===== config.mk =====
export PLATFORM = sky130hd
export DESIGN_NAME = jitter_harvester
export DESIGN_NICKNAME = d
export VERILOG_FILES = /design/src/rtl/harv_pkg.sv /design/src/rtl/sync_chain.sv /design/src/rtl/gate_counter.sv /design/src/rtl/window_ctrl.sv /design/src/rtl/jitter_harvester.sv
export SDC_FILE = /design/constraint.sdc
export NUM_CORES = 1
export LEC_CHECK = 0
export CORE_AREA = 4 4 47 49
export CTS_CLUSTER_SIZE = 28
export DETAILED_ROUTE_END_ITERATION = 6
export DIE_AREA = 0 0 51 53
export DONT_BUFFER_PORTS = 1
export PLACE_DENSITY = 0.79
export SLEW_MARGIN = 5
export SYNTH_ARGS = -nofsm -noshare
export SYNTH_HDL_FRONTEND = slang
export SYNTH_SLANG_ARGS = --single-unit

===== constraint.sdc =====
create_clock -name clk -period 1.6 [get_ports clk]
set_input_delay 0.32 -clock clk [delete_from_list [all_inputs] [get_ports clk]]
set_output_delay 0.32 -clock clk [all_outputs]
set_load 0.01 [all_outputs]

===== src/rtl/harv_pkg.sv =====
// Shared helpers for the jitter-gated harvester.
// Assumes: the harvested bit count is requested as an unsigned field.
package harv_pkg;

    // Limit a requested bit count to 1..maxb.
    function automatic int harv_clamp(input int req, input int maxb);
        if (req < 1)    return 1;
        if (req > maxb) return maxb;
        return req;
    endfunction

endpackage


===== src/rtl/sync_chain.sv =====
// Multi-register synchronizer for one asynchronous level.
// Assumes: STAGES >= 2; the output is only a level, never an edge count.
module sync_chain #(
    parameter int STAGES = 2
) (
    input  logic clk,
    input  logic rst_n,
    input  logic d_async,
    output logic q_sync
);
    logic [STAGES-1:0] chain_q;

    // Shift the asynchronous level through the register chain.
    always_ff @(posedge clk) begin
        if (!rst_n) chain_q <= '0;
        else        chain_q <= {chain_q[STAGES-2:0], d_async};
    end

    assign q_sync = chain_q[STAGES-1];
endmodule


===== src/rtl/gate_counter.sv =====
// Free-running counter that advances only while gate and window are both open.
// Assumes: only the global reset clears it; the count persists across windows.
module gate_counter #(
    parameter int CNT_W = 16
) (
    input  logic             clk,
    input  logic             rst_n,
    input  logic             gate,
    input  logic             open,
    output logic [CNT_W-1:0] cnt
);
    logic [CNT_W-1:0] cnt_q;

    // Count gated fast-clock edges; wraps modulo 2**CNT_W.
    always_ff @(posedge clk) begin
        if (!rst_n)           cnt_q <= '0;
        else if (gate && open) cnt_q <= cnt_q + 1'b1;
    end

    assign cnt = cnt_q;

    p_step_r1: assert property (@(posedge clk) disable iff (!rst_n)
        (gate && open) |=> (cnt_q == CNT_W'($past(cnt_q) + 1'b1)));
    p_hold_r1: assert property (@(posedge clk) disable iff (!rst_n)
        !(gate && open) |=> $stable(cnt_q));
endmodule


===== src/rtl/window_ctrl.sv =====
// Window tracking, health checks and result latching.
// Assumes: win_req is synchronous to clk; windows are separated by at least
// SETTLE+2 idle cycles so a new window never starts during the settle delay.
module window_ctrl
    import harv_pkg::*;
#(
    parameter int OUT_W  = 8,
    parameter int CFG_W  = 4,
    parameter int SETTLE = 2
) (
    input  logic             clk,
    input  logic             rst_n,
    input  logic             win_req,
    input  logic             gate,
    input  logic [OUT_W-1:0] cnt_low,
    input  logic [CFG_W-1:0] bits_cfg,
    output logic [OUT_W-1:0] out_word,
    output logic             out_valid,
    output logic             err_no_switch,
    output logic             err_stuck_on
);
    localparam int SW = $clog2(SETTLE + 1);

    logic          win_d;
    logic          saw_inc;
    logic          stuck;
    logic [SW-1:0] settle;
    logic [OUT_W-1:0] keep_mask;
    int            n_bits;

    // Resolve the requested bit count into a low-order mask.
    always_comb n_bits = harv_clamp(int'(bits_cfg), OUT_W);

    for (genvar i = 0; i < OUT_W; i++) begin : g_mask
        assign keep_mask[i] = (i < n_bits);
    end

    // Track window edges, gather health and latch the result after settling.
    always_ff @(posedge clk) begin
        if (!rst_n) begin
            win_d         <= 1'b0;
            saw_inc       <= 1'b0;
            stuck         <= 1'b0;
            settle        <= '0;
            out_word      <= '0;
            out_valid     <= 1'b0;
            err_no_switch <= 1'b0;
            err_stuck_on  <= 1'b0;
        end else begin
            win_d         <= win_req;
            out_valid     <= 1'b0;
            err_no_switch <= 1'b0;
            err_stuck_on  <= 1'b0;
            if (win_req && !win_d) begin
                stuck   <= gate;
                saw_inc <= gate;
            end else if (win_req && gate) begin
                saw_inc <= 1'b1;
            end
            if (!win_req && win_d) begin
                settle <= SW'(SETTLE);
            end else if (settle != '0) begin
                settle <= settle - 1'b1;
                if (settle == SW'(1)) begin
                    err_no_switch <= !saw_inc;
                    err_stuck_on  <= stuck;
                    if (saw_inc && !stuck) begin
                        out_valid <= 1'b1;
                        out_word  <= cnt_low & keep_mask;
                    end
                end
            end
        end
    end

    p_pulse_r3: assert property (@(posedge clk) disable iff (!rst_n)
        out_valid |=> !out_valid);
    p_closed_r3: assert property (@(posedge clk) disable iff (!rst_n)
        out_valid |-> !$past(win_req));
    p_excl_r7: assert property (@(posedge clk) disable iff (!rst_n)
        out_valid |-> (!err_no_switch && !err_stuck_on));
    p_hold_r7: assert property (@(posedge clk) disable iff (!rst_n)
        (err_no_switch || err_stuck_on) |-> $stable(out_word));
    p_flag_pulse_r5: assert property (@(posedge clk) disable iff (!rst_n)
        err_no_switch |=> !err_no_switch);
endmodule


===== src/rtl/jitter_harvester.sv =====
// Top: synchronizes the comparator, counts gated clock edges and harvests
// the low-order bits of the count once per excitation window.
// Assumes: win_req is synchronous to clk; cmp_async may change at any time.
module jitter_harvester #(
    parameter int CNT_W       = 16,
    parameter int OUT_W       = 8,
    parameter int SYNC_STAGES = 2,
    parameter int SETTLE      = 2,
    parameter int CFG_W       = $clog2(OUT_W + 1)
) (
    input  logic             clk,
    input  logic             rst_n,
    input  logic             win_req,
    input  logic             cmp_async,
    input  logic [CFG_W-1:0] bits_cfg,
    output logic [OUT_W-1:0] out_word,
    output logic             out_valid,
    output logic             err_no_switch,
    output logic             err_stuck_on
);
    logic             gate;
    logic [CNT_W-1:0] cnt;

    sync_chain #(.STAGES(SYNC_STAGES)) u_sync (
        .clk(clk), .rst_n(rst_n), .d_async(cmp_async), .q_sync(gate)
    );

    gate_counter #(.CNT_W(CNT_W)) u_cnt (
        .clk(clk), .rst_n(rst_n), .gate(gate), .open(win_req), .cnt(cnt)
    );

    window_ctrl #(.OUT_W(OUT_W), .CFG_W(CFG_W), .SETTLE(SETTLE)) u_ctrl (
        .clk(clk), .rst_n(rst_n), .win_req(win_req), .gate(gate),
        .cnt_low(cnt[OUT_W-1:0]), .bits_cfg(bits_cfg),
        .out_word(out_word), .out_valid(out_valid),
        .err_no_switch(err_no_switch), .err_stuck_on(err_stuck_on)
    );

    p_reset_r8: assert property (@(posedge clk)
        !rst_n |=> (out_word == '0 && !out_valid));
endmodule


# Word-level counts from Yosys, hierarchy flattened
# Cells that the tools add are included.
dict set report totals {
  regBits 34
  input_bits 8
  out_inout_bits 11
  word_cells 55
}
dict set report op_classes {
  n_addsub 2
  n_lt_le_gt_ge 10
  n_eq_ne 1
  muxes 12
  bitwise 5
  n_reduce_logical 14
}
# op n
set op_table {}
lappend op_table {{$lt A4 B32 Y1 const A} 4}
lappend op_table {{$lt A3 B32 Y1 const A} 2}
lappend op_table {{$lt A1 B32 Y1 const A} 1}
lappend op_table {{$lt A2 B32 Y1 const A} 1}
lappend op_table {{$mux W32} 1}
lappend op_table {{$add A16 B1 Y16 const B} 1}
lappend op_table {{$and A8 B8 Y8} 1}
lappend op_table {{$mux W4} 2}
lappend op_table {{$mux W1} 7}
lappend op_table {{$reduce_bool A2 Y1} 3}
lappend op_table {{$gt A4 B4 Y1 const B} 1}
lappend op_table {{$logic_and A1 B1 Y1} 4}
lappend op_table {{$logic_not A1 Y1} 4}
lappend op_table {{$lt A4 B1 Y1 const B} 1}
lappend op_table {{$mux W2} 2}
lappend op_table {{$not A1 Y1} 4}
lappend op_table {{$reduce_and A4 Y1} 1}
lappend op_table {{$reduce_or A4 Y1} 1}
lappend op_table {{$eq A2 B1 Y1 const B} 1}
lappend op_table {{$reduce_or A2 Y1} 1}
lappend op_table {{$sub A2 B1 Y2 const B} 1}

# Logic depth before layout (Yosys ltp)
# Gate-level depths: netlist of the first run.
dict set report depth {
  word_depth 7
  depth_mapped 5
  depth_no_buf 5
}

# Hierarchy
# Synthesis of the first run repeated with hierarchy kept, for this count alone.
dict set report unflattened {
  cells_unflattened 154
  area_unflattened_um2 1430.1
}
# mod n_inst cells_per_inst area_per_inst_um2 seq_area_each_um2
set by_module_without_submodules {}
lappend by_module_without_submodules {gate_counter 1 83 732.0 320.3}
lappend by_module_without_submodules {window_ctrl 1 67 645.6 320.3}
lappend by_module_without_submodules {sync_chain 1 4 52.6 40.0}

# Worst setup path after synthesis of the first run
# OpenSTA, ideal clock, no wires.
dict set report synth_timing {
  path_kind {register -> register}
  startpoint {register u_cnt.cnt_q[0], in the netlist u_cnt.cnt[0]}
  endpoint {register u_cnt.cnt_q[4], in the netlist u_cnt.cnt[4]}
  setup_ns 0.070
  t_arrival_ns 1.049
  t_required_ns 1.530
  slack_ns 0.481
  stages_incl_launch_ff 5
  path_buffers 0
  synth_period_minus_slack_ns 1.119
  path_cell_list {dfxtp_1 > ha_1 > nand3_1 > or3_1 > a21oi_1}
}
dict set report synth_between {
  elab_chain_cells 1
}
# element line_no
set synth_lines {}
lappend synth_lines {{start, declared} gate_counter.sv:12} ;# logic [CNT_W-1:0] cnt_q;
lappend synth_lines {{start signal, assigned} gate_counter.sv:17} ;# else if (gate && open) cnt_q <= cnt_q + 1'b1;
lappend synth_lines {{$add A16 B1 Y16} gate_counter.sv:17}
# Every way passes these cells.
# A chain may end at the register's enable or synchronous reset.

# Worst setup path in the final report of the first run
dict set report layout_timing {
  startpoint {register u_ctrl.settle[1]}
  endpoint {register u_ctrl.out_word[3]}
}
dict set report layout_between {
  elab_chain_cells 2
  word_cells_on_any_way 3
  cone_classes {1 x eq/ne; 2 x reduce/logical}
}
# element line_no
set layout_lines {}
lappend layout_lines {{start, declared} window_ctrl.sv:27} ;# logic [SW-1:0] settle;
lappend layout_lines {{start signal, assigned} window_ctrl.sv:61} ;# settle <= SW'(SETTLE);
lappend layout_lines {{start signal, assigned} window_ctrl.sv:63} ;# settle <= settle - 1'b1;
lappend layout_lines {{$eq A2 B1 Y1 / $reduce_bool A2 Y1 (equally long branches)} {window_ctrl.sv:64, window_ctrl.sv:62}}
lappend layout_lines {{$reduce_and A4 Y1 (no source line) (*)} n/a}
lappend layout_lines {{end signal, assigned} window_ctrl.sv:69} ;# out_word <= cnt_low & keep_mask;
lappend layout_lines {{end, declared} window_ctrl.sv:17} ;# output logic [OUT_W-1:0] out_word,
# Every way passes the cells marked *; elsewhere a longest branch is shown, timed or not.

==> results of run 1 <==
==> worst paths after layout <==
| kind | startpoint | slack, ns | end |
|---|---|---|---|
| min reg2reg | u_sync.chain_q[0] | 0.45 | u_sync.chain_q[1] |
| max reg2reg | u_ctrl.settle[1] | 0.29 | u_ctrl.out_word[3] |
| min | rst_n | 0.11 | u_sync.chain_q[1] |
| max | u_ctrl.settle[1] | 0.29 | u_ctrl.out_word[3] |
==> cell type report <==
| class | instances | area (um2) | area share (%) |
|---|---|---|---|
| tap | 27 | 33.8 | 3.21 |
| inverter | 3 | 11.3 | 1.07 |
| clock inverter | 1 | 30.0 | 2.86 |
| sequential | 26 | 520 | 49.5 |
| multi-input combinational | 76 | 433 | 41.2 |
| clock buffer | 3 | 22.5 | 2.14 |
==> logic make-up (layout without fill, tap and decap cells) <==
kind of cell             Yosys count  after routing
AND/OR/NAND/NOR                   46             46
flip-flops                        26             26
AO/OA/AOI/OAI                     23             23
XOR/XNOR                           6              6
buffers and inverters              6              7
adder cells (fa/ha/maj)            1              1
==> flip-flops by register name, summed over array words and instances (netlist names), 2 cells and up <==
signal           cells
u_cnt.cnt            8
u_ctrl.out_word      8
u_ctrl.settle        2
u_sync.chain_q       2
==> power by group <==
group	internal [uW]	switching, uW
clock	253	186
combinational	10.9	15.1
sequential	655	5.95
total	919	207
==> Yosys cell counts, types with 2 or more instances <==
master	n	area, um2
a21oi_1	12	60.1
and2_1	3	18.8
inv_1	3	11.3
o21ai_0	3	15.0
dfxtp_1	26	521
xor2_1	5	43.8
o211ai_1	2	15.0
nand2_1	16	60.1
nand3_1	6	30.0
nor2_1	11	41.3
clkbuf_1	2	7.51
==> metal layers <==
| metal | track usage [%] | vias up | share of wire [%] |
|---|---|---|---|
| met5 | 0 | - | 0 |
| met1 | 17.3 | 361 | 44 |
| met3 | 5.07 | 2 | 9.1 |
| li1 | - | 374 | - |
| met4 | 8.07 | 0 | 1.3 |
| met2 | 23.8 | 22 | 46 |
==> metrics by stage <==
step           hold WS, ns  utilization (%)
2_1_floorplan        0.400                -
3_3_place_gp         0.414             53.6
3_5_place_dp         0.421             53.6
4_1_cts              0.106             56.5
5_1_grt             0.0950             56.5
6_report             0.114             56.5
==> summary.txt, run 1 <==
Run status
  – Outcome: complete, no violations

Logic synthesis
  – Mux cell area share after synthesis: 0%
  – Synth Area in Compound Gates: 14.0%
  – Post-synthesis adder-cell area fraction: 1.28%
  – Synth Net Count: 117
  – Post-synth cell types: 30
  – Syn Area/Cell: 9.07 um2
  – Register area share after synthesis: 53.1%
  – Synth Area in Simple Gates: 23.5%
  – EDFF count, synth: 0
  – Yosys reg bits: 26
  – Post-Syn Instances: 108
  – Post-Synthesis Cell Area: 980 um2
  – Main combinational cell family by area after synthesis: simple AND/OR/NAND/NOR gates
  – Ys flop type: dfxtp_1
  – Ys async rst share: 0%
  – Xor-xnor portion of the synthesized cell area: 5.36%
  – Synthesis warning total: 0

Layout
  – Most frequent cells in the layout: 26 x dfxtp_1, 16 x nand2_1, 12 x a21oi_1
  – Most common cell after layout, fill and taps aside: dfxtp_1
  – ANT cells: 0
  – Share of cells above drive strength 1: 4.59%
  – Area growth syn-to-layout: 7.28%
  – Cell area after layout: 0.00105 mm2
  – Layout Cells excl Fill: 136
  – Fillers: 171
  – Net count, final: 119

Floorplan
  – Site row count: 16
  – Die height: 53 um
  – Die boundary width: 51 um
  – Core area: 0.00186 mm2
  – Die area: 0.00270 mm2
  – # IOs: 19
  – Initial Utilization: 52.6%

Place
  – Pre-CTS setup slack: 0.340 ns
  – DP Area: 998 um2
  – GPL Wtd Cong: 0.757
  – Port bufs: 0
  – HPWL Detailed: 1300 um
  – Placed cells: 132

Global route
  – Initial antenna violation count: 0
  – Vias in the first global route: 695
  – Congestion Overflow GR: 0
  – GR Util All Layers: 14.8%
  – Largest net degree at the start of global routing: 22
  – First-pass GRT wire length: 2950 um

Worst setup path
  – Buf/Inv on CP: 0
  – Reg2reg path depth: 4
  – Slowest library cell on the worst path: dfxtp_1
  – Data arrival time of the critical path: 1.55 ns
  – Crit path depth: 4
  – Worst Path Required: 1.84 ns
  – Crit path kind: reg -> reg
  – Crit Path Max Fanout: 7
  – Slowest stage delay, CP: 0.35 ns
  – Critical Path Start Type: flip-flop
  – Cell breakdown of the critical path: and4bb_1, and2_1, o211ai_1, a21oi_1
  – Setup crit end kind: flip-flop
  – Largest delay contributor family on the critical path: simple AND/OR/NAND/NOR gates

STA
  – Final worst setup slack: 0.294 ns
  – Fin. Hold Viols: 0
  – Fin Setup TNS: 0 ns
  – Achievable Freq: 0.766 GHz
  – Slew headroom: 60.0%
  – Final period utilization: 81.6%
  – Slew @ Worst Pin: 0.600 ns
  – Final setup skew: 0.00529 ns
  – Crit path time final: 1.31 ns
  – RSZ-0062 raised after global routing: no
  – Final Max Tran Viols: 0
  – Final setup viols: 0

Route
  – First-pass detailed-route iteration total: 4
  – Via count: 759
  – First DRT Iteration DRCs: 18
  – Final ANT Viol Nets: 0
  – DRC Markers: 0
  – Vias per cell: 5.58
  – WL/cell: 13.2 um
  – DRT Wirelength: 1800 um

Clock network
  – Setup Fix Bufs, Post-CTS: 0
  – CTS Root Cell: clkbuf_4
  – Clock Path Buffers: 2
  – CTS tree: built
  – Clock sink total: 26
  – Post-cts sizing count: 0
  – Clock slew at reported path FFs: 0.14 ns
  – Htree depth: 1
  – Clock Latency Late Sink: 0.31 ns
  – CTS Hold Buffers Added: 0
  – CTS buffer count: 3

Pwr
  – Overall Power: 1130 uW
  – Leak Pwr: 0.000377 uW
  – Pwr Density: 1070 mW/mm2
  – VDD IR max: 0.000588 V

Min path
  – Hold path cells: 1
  – Hold Path Class: in -> reg

Flow run
  – Max_cap viols: 0
Power figures use the tool's default switching activity.
==> inputs of run 2 (changes only) <==
CORE_AREA = 4 4 48 50   (was 4 4 47 49)
DIE_AREA = 0 0 52 54   (was 0 0 51 53)
PLACE_DENSITY = 0.78   (was 0.79)
clock period = 1.2 ns   (was 1.6 ns; I/O delays follow)
==> run 2 against run 1 <==
  * Combinational power is 100% higher
  * Critical endpoint is now u_cnt.cnt[7]
  * Global-route usage is 0.81 points lower
  * Non-clock buffer count is 7 higher
==> summary.txt, run 2 (synthesis gave the netlist of run 1 again) <==
Run status
  – Outcome: complete, no violations (unchanged)

Place
  – HPWL Detailed: 1350 um (was 1300 um)
  – Pre-CTS setup slack: 0.00799 ns (was 0.340 ns)
  – Port bufs: 0 (unchanged)
  – GPL Wtd Cong: 0.825 (was 0.757)
  – DP Area: 0.00106 mm2 (was 998 um2)

STA
  – Slew headroom: 84.7% (was 60.0%)
  – Final worst setup slack: 0.0571 ns (was 0.294 ns)
  – Slew @ Worst Pin: 0.227 ns (was 0.600 ns)
  – Fin. Hold Viols: 0 (unchanged)
  – Crit path time final: 1.14 ns (was 1.31 ns)
  – Final setup skew: 0.00230 ns (was 0.00529 ns)
  – RSZ-0062 raised after global routing: yes (was no)
  – Achievable Freq: 0.875 GHz (was 0.766 GHz)
  – Final setup viols: 0 (unchanged)
  – Final period utilization: 95.2% (was 81.6%)
  – Final Max Tran Viols: 0 (unchanged)

Worst setup path
  – Setup crit end kind: flip-flop (unchanged)
  – Crit Path Max Fanout: 3 (was 7)
  – Buf/Inv on CP: 1 (was 0)
  – Reg2reg path depth: 5 (was 4)
  – Largest delay contributor family on the critical path: simple AND/OR/NAND/NOR gates (unchanged)
  – Crit path depth: 5 (was 4)
  – R2R setup slack: 0.06 ns (was 0.29 ns)
  – Crit path kind: reg -> reg (unchanged)
  – Critical Path Start Type: flip-flop (unchanged)
  – Cell breakdown of the critical path: buf_4, and4_1, nand4_1, xor2_1, nor2_1 (was and4bb_1, and2_1, o211ai_1, a21oi_1)
  – Critical path origin: u_cnt.cnt[0] (was u_ctrl.settle[1])
  – Worst Path Required: 1.43 ns (was 1.84 ns)
  – Slowest library cell on the worst path: dfxtp_1 (unchanged)
  – Beginning of the worst register-to-register path: u_cnt.cnt[0] (was u_ctrl.settle[1])
  – Data arrival time of the critical path: 1.37 ns (was 1.55 ns)
  – Slowest stage delay, CP: 0.35 ns (about the same)
  – Worst reg2reg endpoint: u_cnt.cnt[7] (was u_ctrl.out_word[3])

Clock network
  – Setup Fix Bufs, Post-CTS: 0 (unchanged)
  – CTS tree: built (unchanged)
  – Clock sink total: 26 (unchanged)
  – Clock slew at reported path FFs: 0.13 ns (was 0.14 ns)
  – Htree depth: 1 (unchanged)
  – Clock Latency Late Sink: 0.32 ns (was 0.31 ns)
  – CTS buffer count: 3 (unchanged)
  – Clock Path Buffers: 2 (unchanged)
  – CTS Root Cell: clkbuf_4 (unchanged)
  – CTS Hold Buffers Added: 0 (unchanged)

Global route
  – Largest net degree at the start of global routing: 18 (was 22)
  – Initial antenna violation count: 0 (unchanged)
  – GR Util All Layers: 14.0% (was 14.8%)
  – Congestion Overflow GR: 0 (unchanged)
  – First-pass GRT wire length: 2950 um (unchanged)
  – Vias in the first global route: 690 (was 695)

Layout
  – Cell area after layout: 0.00110 mm2 (was 0.00105 mm2)
  – Net count, final: 126 (was 119)
  – Most common cell after layout, fill and taps aside: dfxtp_1 (unchanged)
  – Most frequent cells in the layout: 24 x dfxtp_1, 15 x nand2_1, 12 x a21oi_1 (was 26 x dfxtp_1, 16 x nand2_1, 12 x a21oi_1)
  – ANT cells: 0 (unchanged)
  – Area growth syn-to-layout: 12.1% (was 7.28%)
  – Share of cells above drive strength 1: 14.8% (was 4.59%)

Pwr
  – Leak Pwr: 0.000405 uW (was 0.000377 uW)
  – VDD IR max: 0.000676 V (was 0.000588 V)
  – Pwr Density: 1170 mW/mm2 (was 1070 mW/mm2)

Min path
  – Hold EP: u_sync.chain_q[1] (unchanged)
  – Hold Startpoint: rst_n (unchanged)
  – Hold path cells: 1 (unchanged)
  – Hold Path Class: in -> reg (unchanged)

Floorplan
  – Die area: 0.00281 mm2 (was 0.00270 mm2)
  – Site row count: 16 (unchanged)
  – Initial Utilization: 51.5% (was 52.6%)
  – Die boundary width: 52 um (was 51 um)
  – Core area: 0.00190 mm2 (was 0.00186 mm2)
  – Die height: 54 um (was 53 um)
  – # IOs: 19 (unchanged)

Route
  – First DRT Iteration DRCs: 20 (was 18)
  – Vias per cell: 5.37 (was 5.58)
  – DRT Wirelength: 1850 um (was 1800 um)
  – DRC Markers: 0 (unchanged)
  – Via count: 763 (was 759)
  – First-pass detailed-route iteration total: 4 (unchanged)
  – WL/cell: 13.1 um (was 13.2 um)
  – Final ANT Viol Nets: 0 (unchanged)

Flow run
  – Max_cap viols: 0 (unchanged)
## run 2: metrics by stage
stage                     hold WS, ns  power, uW  std cells  TNS (ns)  util, %
after global routing           0.0197       1320        142   -0.0666     57.8
after CTS                      0.0270       1300        142         0     57.2
after floorplan                 0.362        928        108         0        -
final                          0.0342       1290        142         0     57.8
after global placement          0.364        948        139         0     55.9
after detailed placement        0.367        951        139         0     55.9
## run 2: repair_timing
action,in CTS,in global routing
gates resized for setup,2,5
setup endpoints to repair,5,9
pin swaps,0,4
## run 2: worst max path at each step
| stage | slack [ns] | endpoint |
|---|---|---|
| after detailed placement | 0.008 | u_ctrl.out_word[1] |
| after CTS | 0.003 | u_ctrl.out_word[6] |
| after global routing | -0.03 | u_ctrl.out_word[4] |
| after global placement | 0.05 | u_ctrl.out_word[1] |
| final | 0.06 | u_cnt.cnt[7] |
| after floorplan | 0.08 | u_cnt.cnt[4] |
## run 2: layout make-up
| class | count | area (um2) |
|---|---|---|
| Sequential cell | 26 | 523 |
| Fill cell | 163 | 803 |
| Inverter | 3 | 11.3 |
| Clock buffer | 3 | 22.5 |
| Multi-Input combinational cell | 76 | 443 |
| Tap cell | 27 | 33.8 |
| Timing Repair Buffer | 7 | 65.1 |
## run 2: metal layers
metal,vias to the layer above,share of wire [%],GRT usage (%)
met5,-,0,0
met3,3,6.6,5.82
met4,0,0.65,3.93
met2,19,53,25.3
met1,354,39,15.0
li1,387,-,-
## run 2: power breakdown
group          internal [uW]  switching [uW]  total, uW
Combinational           26.9            26.1       53.0
Sequential               873            6.20        879
Clock                    118             239        357
Total                   1020             272       1290
==> inputs of run 3 (changes only) <==
SLEW_MARGIN = 20   (was 5)
==> results of run 3 <==
Final layout, timing and power as in run 2 (identical DEF).
